===== src/rtl/tg_pkg.sv =====
package tg_pkg;
  typedef enum logic [1:0] {
    ST_IDLE  = 2'd0,
    ST_DELAY = 2'd1,
    ST_GATE  = 2'd2
  } tg_state_e;

  // bit positions inside the coarse selector
  localparam int CSEL_W    = 4;
  localparam int CSEL_ZERO = 0;
  localparam int CSEL_LO   = 1;
  localparam int CSEL_HI   = 2;
  localparam int CSEL_OFF  = 3;
endpackage


===== src/rtl/tg_trig_cond.sv =====
module tg_trig_cond #(
  parameter int SYNC_STAGES   = 2,
  parameter int STRETCH_TICKS = 256
) (
  input  logic clk,
  input  logic rst,
  input  logic sync_in,
  output logic trig_seen,
  output logic trig_held,
  output logic trig_edge
);
  localparam int SC_W = $clog2(STRETCH_TICKS + 1);

  logic [SYNC_STAGES-1:0] sync_sh;
  logic [SC_W-1:0]        stretch_cnt;
  logic                   held_q;

  generate
    if (SYNC_STAGES == 1) begin : g_one
      always_ff @(posedge clk) begin
        if (rst) sync_sh <= '0;
        else     sync_sh <= sync_in;
      end
    end else begin : g_many
      always_ff @(posedge clk) begin
        if (rst) sync_sh <= '0;
        else     sync_sh <= {sync_sh[SYNC_STAGES-2:0], sync_in};
      end
    end
  endgenerate

  assign trig_seen = sync_sh[SYNC_STAGES-1];

  // retriggerable stretch: reload on every high sample
  always_ff @(posedge clk) begin
    if (rst)                    stretch_cnt <= '0;
    else if (trig_seen)         stretch_cnt <= SC_W'(STRETCH_TICKS - 1);
    else if (stretch_cnt != '0) stretch_cnt <= stretch_cnt - 1'b1;
  end

  // raw level ORed in so the stretch adds no latency
  assign trig_held = trig_seen | (stretch_cnt != '0);

  always_ff @(posedge clk) begin
    if (rst) held_q <= 1'b0;
    else     held_q <= trig_held;
  end

  assign trig_edge = trig_held & ~held_q;
endmodule


===== src/rtl/tg_calc.sv =====
module tg_calc
  import tg_pkg::*;
#(
  parameter int FINE_W    = 8,
  parameter int WCNT_W    = 12,
  parameter int COARSE_LO = 250,
  parameter int COARSE_HI = 500,
  parameter int INC_SMALL = 5,
  parameter int INC_LARGE = 50,
  parameter int DLY_W     = 10,
  parameter int WID_W     = 18
) (
  input  logic [FINE_W-1:0] fine_dly,
  input  logic [CSEL_W-1:0] coarse_sel,
  input  logic [WCNT_W-1:0] width_cnt,
  input  logic              inc_sel,
  output logic [DLY_W-1:0]  dly_ticks,
  output logic [WID_W-1:0]  wid_ticks
);
  function automatic logic [DLY_W-1:0] coarse_ticks(input logic [CSEL_W-1:0] sel);
    logic [DLY_W-1:0] r;
    r = '0;
    if ($countones(sel) == 1) begin
      if (sel[CSEL_LO])      r = DLY_W'(COARSE_LO);
      else if (sel[CSEL_HI]) r = DLY_W'(COARSE_HI);
      else                   r = '0;
    end
    return r;
  endfunction

  function automatic logic [DLY_W-1:0] total_delay(input logic [FINE_W-1:0] f,
                                                   input logic [CSEL_W-1:0] sel);
    return DLY_W'(f) + coarse_ticks(sel);
  endfunction

  function automatic logic [WID_W-1:0] width_ticks(input logic [WCNT_W-1:0] w,
                                                   input logic big);
    logic [WID_W-1:0] step;
    step = big ? WID_W'(INC_LARGE) : WID_W'(INC_SMALL);
    return WID_W'(w) * step;
  endfunction

  assign dly_ticks = total_delay(fine_dly, coarse_sel);
  assign wid_ticks = width_ticks(width_cnt, inc_sel);
endmodule


===== src/rtl/tg_seq.sv =====
module tg_seq
  import tg_pkg::*;
#(
  parameter int DLY_W = 10,
  parameter int WID_W = 18
) (
  input  logic             clk,
  input  logic             rst,
  input  logic             trig_edge,
  input  logic [DLY_W-1:0] dly_in,
  input  logic [WID_W-1:0] wid_in,
  output logic             gate,
  output logic             busy,
  output logic             accept_evt,
  output logic             delay_done,
  output logic             width_zero,
  output logic             gate_last
);
  tg_state_e        state;
  logic [DLY_W-1:0] dcnt;
  logic [WID_W-1:0] wcnt;

  assign accept_evt = (state == ST_IDLE) & trig_edge;
  assign delay_done = (state == ST_DELAY) & (dcnt == '0);
  assign width_zero = (wcnt == '0);
  assign gate_last  = (state == ST_GATE) & (wcnt <= WID_W'(1));

  always_ff @(posedge clk) begin
    if (rst) begin
      state <= ST_IDLE;
      dcnt  <= '0;
      wcnt  <= '0;
    end else begin
      unique case (state)
        ST_IDLE: begin
          if (accept_evt) begin
            state <= ST_DELAY;
            dcnt  <= dly_in;
            wcnt  <= wid_in;
          end
        end
        ST_DELAY: begin
          if (dcnt == '0) state <= width_zero ? ST_IDLE : ST_GATE;
          else            dcnt  <= dcnt - 1'b1;
        end
        ST_GATE: begin
          if (gate_last) begin
            state <= ST_IDLE;
            wcnt  <= '0;
          end else begin
            wcnt <= wcnt - 1'b1;
          end
        end
        default: state <= ST_IDLE;
      endcase
    end
  end

  assign gate = (state == ST_GATE);
  assign busy = (state != ST_IDLE);
endmodule


===== src/rtl/trig_gate_gen.sv =====
module trig_gate_gen
  import tg_pkg::*;
#(
  parameter int FINE_W        = 8,
  parameter int WCNT_W        = 12,
  parameter int COARSE_LO     = 250,
  parameter int COARSE_HI     = 500,
  parameter int INC_SMALL     = 5,
  parameter int INC_LARGE     = 50,
  parameter int SYNC_STAGES   = 2,
  parameter int STRETCH_TICKS = 256
) (
  input  logic              clk,
  input  logic              rst,
  input  logic              sync_in,
  input  logic [FINE_W-1:0] fine_dly,
  input  logic [3:0]        coarse_sel,
  input  logic [WCNT_W-1:0] width_cnt,
  input  logic              inc_sel,
  output logic              gate,
  output logic              busy
);
  localparam int DLY_W = $clog2(COARSE_HI + (1 << FINE_W));
  localparam int WID_W = $clog2(((1 << WCNT_W) - 1) * INC_LARGE + 1);

  logic             w_seen, w_held, w_edge;
  logic [DLY_W-1:0] w_dly;
  logic [WID_W-1:0] w_wid;
  logic             w_accept, w_ddone, w_wzero, w_glast;

  tg_trig_cond #(
    .SYNC_STAGES  (SYNC_STAGES),
    .STRETCH_TICKS(STRETCH_TICKS)
  ) u_cond (
    .clk      (clk),
    .rst      (rst),
    .sync_in  (sync_in),
    .trig_seen(w_seen),
    .trig_held(w_held),
    .trig_edge(w_edge)
  );

  tg_calc #(
    .FINE_W   (FINE_W),
    .WCNT_W   (WCNT_W),
    .COARSE_LO(COARSE_LO),
    .COARSE_HI(COARSE_HI),
    .INC_SMALL(INC_SMALL),
    .INC_LARGE(INC_LARGE),
    .DLY_W    (DLY_W),
    .WID_W    (WID_W)
  ) u_calc (
    .fine_dly  (fine_dly),
    .coarse_sel(coarse_sel),
    .width_cnt (width_cnt),
    .inc_sel   (inc_sel),
    .dly_ticks (w_dly),
    .wid_ticks (w_wid)
  );

  tg_seq #(
    .DLY_W(DLY_W),
    .WID_W(WID_W)
  ) u_seq (
    .clk       (clk),
    .rst       (rst),
    .trig_edge (w_edge),
    .dly_in    (w_dly),
    .wid_in    (w_wid),
    .gate      (gate),
    .busy      (busy),
    .accept_evt(w_accept),
    .delay_done(w_ddone),
    .width_zero(w_wzero),
    .gate_last (w_glast)
  );
endmodule


===== config.mk =====
export PLATFORM = sky130hd
export DESIGN_NAME = trig_gate_gen
export DESIGN_NICKNAME = d
export VERILOG_FILES = /design/src/rtl/tg_pkg.sv /design/src/rtl/tg_trig_cond.sv /design/src/rtl/tg_calc.sv /design/src/rtl/tg_seq.sv /design/src/rtl/trig_gate_gen.sv
export SDC_FILE = /design/constraint.sdc
export NUM_CORES = 1
export LEC_CHECK = 0
export ABC_CLOCK_PERIOD_IN_PS = 7100
export BUFFER_PORTS_ARGS = -buffer_cell sky130_fd_sc_hd__buf_2
export CAP_MARGIN = 5
export CORE_MARGIN = 4
export CORE_UTILIZATION = 45
export CTS_CLUSTER_DIAMETER = 50
export DETAILED_ROUTE_END_ITERATION = 8
export GPL_ROUTABILITY_DRIVEN = 0
export PLACE_DENSITY = 0.6
export SLEW_MARGIN = 0
export SYNTH_ARGS = -nofsm -noshare
export SYNTH_HDL_FRONTEND = slang
export SYNTH_HIERARCHICAL = 1
export SYNTH_SLANG_ARGS = --single-unit

===== constraint.sdc =====
create_clock -name clk -period 7.1 [get_ports clk]
set_input_delay 0.71 -clock clk [delete_from_list [all_inputs] [get_ports clk]]
set_output_delay 0.71 -clock clk [all_outputs]
set_load 0.05 [all_outputs]

# Word-level counts from Yosys, hierarchy flattened
# Index checks and enable logic that the tools add are counted.
dict set report word_totals {
  output_inout_bits 2
  in_bits 28
  reg_bits 42
}
dict set report classes {
  magnitude_cmp 1
  bitwise 5
  n_eq_ne 7
  mul 1
  mux 17
  n_reduce_logical 12
  addsub 7
}
# cell n
set op_table {}
lappend op_table {{2-to-1 mux 10 bit} 4}
lappend op_table {{2-to-1 mux 18 bit} 2}
lappend op_table {{one-hot mux 18 bit (2 select lines)} 1}
lappend op_table {{adder 32 bit} 1}
lappend op_table {{== test 32 x 2 -> 1 bit, second input constant} 1}
lappend op_table {{one-hot mux 10 bit (2 select lines)} 1}
lappend op_table {{less-or-equal comparator 18 x 1 -> 1 bit, second input constant} 1}
lappend op_table {{zero test 18 bit} 1}
lappend op_table {{multiplier 12 x 18 -> 18 bit} 1}
lappend op_table {{subtractor 18 x 1 -> 18 bit, second input constant} 1}
lappend op_table {{2-to-1 mux 8 bit} 2}
lappend op_table {{adder 8 x 10 -> 10 bit} 1}
lappend op_table {{zero test 10 bit} 1}
lappend op_table {{subtractor 10 x 1 -> 10 bit, second input constant} 1}
lappend op_table {{2-to-1 mux 9 bit} 1}
lappend op_table {{nonzero test 9 bit} 1}
lappend op_table {{subtractor 9 x 1 -> 9 bit, second input constant} 1}
lappend op_table {{2-to-1 mux 2 bit} 4}
lappend op_table {{nonzero test 2 bit} 4}
lappend op_table {{2-to-1 mux 6 bit} 1}
lappend op_table {{one-hot mux 2 bit (3 select lines)} 1}
lappend op_table {{AND reduction 3 bit} 2}
lappend op_table {{adder 1 x 1 -> 2 bit} 2}
lappend op_table {{inequality test 2 x 1 -> 1 bit, second input constant} 2}
lappend op_table {{9 further kinds} 12}

# Depth between registers and ports, before layout
dict set report depth {
  depth_word 7
  depth_mapped 18
}

# Hierarchy
# The synthesis kept the hierarchy.
# module seq_area_each_um2 area_each_um2 instances cells_per_inst
set modules_own_cells {}
lappend modules_own_cells {tg_calc 0.0 2233.4 1 280}
lappend modules_own_cells {tg_seq 600.6 1973.1 1 267}
lappend modules_own_cells {tg_trig_cond 240.2 541.8 1 58}

# Worst setup path before layout
# OpenSTA, ideal clock, no wires.
dict set report synth_path {
  path_type {input -> register}
  start {input inc_sel}
  end {register u_seq.wcnt[15]}
  setup_time_ns 0.133
  arrival_ns 4.095
  t_required_ns 6.967
  path_slack_ns 2.873
  stages 17
  cell_sequence {clkbuf_1 > and2_1 > or2_2 > ha_1 > fa_1 > inv_1 > fa_1 > inv_1 > ha_1 > a21oi_1 > nand2_1 > o2111ai_1 > a21oi_1 > xor2_1 > and3_1 > a21oi_1 > a31oi_1}
}
dict set report synth_via {
  elab_chain_len 4
}
# element line
set synth_rtl {}
lappend synth_rtl {{start: declaration} trig_gate_gen.sv:19} ;# input logic inc_sel,
lappend synth_rtl {{2-to-1 mux 6 bit} tg_calc.sv:39} ;# step = big ? WID_W'(INC_LARGE) : WID_W'(INC_SMALL);
lappend synth_rtl {{multiplier 12 x 18 -> 18 bit} tg_calc.sv:40} ;# return WID_W'(w) * step;
lappend synth_rtl {{named net w_wid[15]} trig_gate_gen.sv:28} ;# logic [WID_W-1:0] w_wid;
lappend synth_rtl {{2-to-1 mux 18 bit} tg_seq.sv:36} ;# if (accept_evt) begin
lappend synth_rtl {{one-hot mux 18 bit (2 select lines)} tg_seq.sv:34} ;# unique case (state)
lappend synth_rtl {{end signal: assignment} tg_seq.sv:39} ;# wcnt <= wid_in;
lappend synth_rtl {{end signal: assignment} tg_seq.sv:51} ;# wcnt <= wcnt - 1'b1;
lappend synth_rtl {{end: declaration} tg_seq.sv:21} ;# logic [WID_W-1:0] wcnt;
# The timed path passes the listed nets, and every way through them passes these cells. The select of a mux whose other input is x is not followed.
# A chain may end at the register's enable or synchronous reset.

# Worst setup path after layout
# Ends and elaborated chain as after synthesis.

==> flow_summary.ini <==
[critical_path]
start_kind = input port
arrival_ns = 4.43
crit_required_ns = 7.24
path_class = in -> reg
end_kind = register
rrSetupSlack_ns = 4.29
regToRegStartpoint = u_seq/state[1]
reg2regPathDepth = 6
cp_max_fo = 37
r2r_end = u_seq/wcnt[17]

[floorplanning]
boundaryPins = 30
row_count = 37
core-area_sq_um = 10300
fp.dieW_um = 111
die_h_um = 111
floorplan.initialDensity = 0.460
dieArea_sq_um = 12200

[sta]
max-slew-margin-rel = 0.430
max_clock_freq_ghz = 0.233
tns_ns = 0
rsz0062_at_grt = false
fin_crit_sh = 0.604
tightestPinTransition_ns = 0.854
setup_violations = 0
hold_viol_final = 0
skew_ns = 0.00536
fin_crit_ns = 4.29
slew_viol_final = 0

[placement]
hpwl_um = 8220
postPlaceCellArea_sq_um = 4940
numPortBuffers = 29

[finish]
ff_latch_area_sq_um = 841
final_util = 0.491
nFillCells = 1041
final_nets = 713
layout-drive-gt1-share = 0.107
multi_input_area_sq_um = 3530
fin_area_sq_um = 5040
antennaDiodeCount = 0
synthToLayoutAreaGrowth_pct = 6.67

[clocking]
htree_levels = 2
numCtsBuffers = 5
clock_sinks = 42
cts_resized = 0
cts_tree = done
clk_pin_slew_worst_paths_ns = 0.08
post_cts_buffers = 0
clk_latency_ns = 0.29
cts_root_buffer = clkbuf_8
hold_buffers = 0
clk_path_buf_depth = 2

[global_routing]
antenna_found_initial = 0
gr-total-overflow = 0
grt_max_degree = 48
grt_pass1_wl_um = 18100
track_usage = 0.169
grt_pass1_vias = 4063

[min_path]
hold_start = u_cond/sync_sh[0]
min_path_type = reg -> reg
hold_end = u_cond/sync_sh[1]
hold_depth = 1

[route]
routedWlPerCell_um = 13.8
avgViaCountPerCell = 5.59
ant_nets = 0
wl_um = 10400
detail_route.iter0.violations = 189
drcViolationCount = 0
via_count = 4196
dr.pass1.iters = 4

[power_and_ir_drop]
power_density_nw_per_um2 = 363
p_leak_nw = 2.34
ir_worst_vdd_mv = 0.168

[logic_synthesis]
syn_inst = 602
yosysWarnings = 6
syn_avg_cell_area_sq_um = 7.86
syn_area_sq_um = 4730

[job]
cap_violations = 0

[status]
outcome = complete, no violations
-- cell usage in the layout (no fill, tap or decap), types with 4 or more instances in the layout --
cell	n
clkbuf_8	5
inv_1	64
nor2b_1	18
nand3_1	6
o211ai_1	4
nand2b_1	11
nor3_1	16
o21ai_0	26
a22oi_1	4
buf_2	29
dfxtp_1	42
a211oi_1	5
or2_2	7
o21ai_1	4
xor2_1	15
nor4_1	6
fa_1	20
xnor2_1	16
ha_1	52
a21o_1	11
and2_1	13
o31ai_1	6
or4_1	5
or3_1	5
and3_1	14
o22ai_1	4
o21a_1	6
a21oi_1	51
nand2_1	32
a31oi_1	5
nor2_1	48
-- worst max path at each step --
stage            start        endpoint  slack (ns)  depth (start not counted)
2_1_floorplan  inc_sel  u_seq/wcnt[15]        2.87                         17
3_3_place_gp   inc_sel  u_seq/wcnt[15]        2.57                         17
3_5_place_dp   inc_sel  u_seq/wcnt[14]        2.49                         15
4_1_cts        inc_sel  u_seq/wcnt[15]        2.80                         17
5_1_grt        inc_sel  u_seq/wcnt[16]        2.50                         17
6_report       inc_sel  u_seq/wcnt[15]        2.81                         17
-- area by class of cell --
type,count,area share
sequential,42,0.167
tap,136,0.0337
timing repair buffer,30,0.0303
inverter,64,0.0476
clock buffer,5,0.0136
clock inverter,3,0.00794
multi-input combinational,470,0.700
-- report_power, final --
group	switching, mW	internal [mW]	total, mW
registers	0.107	0.325	0.432
logic	0.725	0.492	1.22
clock network	0.0808	0.104	0.184
-- state kept, by name, summed over array words and instances, names as in the netlist --
name / cells
u_cond/sync_sh: 2
u_seq/state: 2
u_cond/held_q: 1
u_seq/dcnt: 10
u_seq/wcnt: 18
u_cond/stretch_cnt: 9
-- metrics by stage --
stage	cells	hold WS, ns	total power, mW	setup slack [ns]
global route	750	0.459	2.02	2.50
global placement	742	0.439	1.62	2.57
floorplan	603	0.414	1.40	2.87
CTS	750	0.451	1.83	2.80
detailed placement	742	0.428	1.64	2.49
finish	750	0.447	1.83	2.81
-- metal layers --
layer	GRT usage	share of wire	vias to the layer above
met5	0	0	-
met4	0.0525	0.021	0
met3	0.0181	0.040	18
met2	0.296	0.48	108
met1	0.218	0.46	1938
li1	-	-	2132
-- worst max-delay path, stage by stage --
cell       delay [ns]
buf_2            0.38
nor2b_1          0.12
or2_2            0.30
ha_1             0.29
fa_1             0.48
inv_1            0.05
fa_1             0.52
inv_1            0.04
ha_1             0.35
a21oi_1          0.20
nand2_1          0.07
o2111ai_1        0.28
a21oi_1          0.13
xor2_1           0.15
and3_1           0.14
a21oi_1          0.11
a31oi_1          0.09
Power figures use the tool's default switching activity.
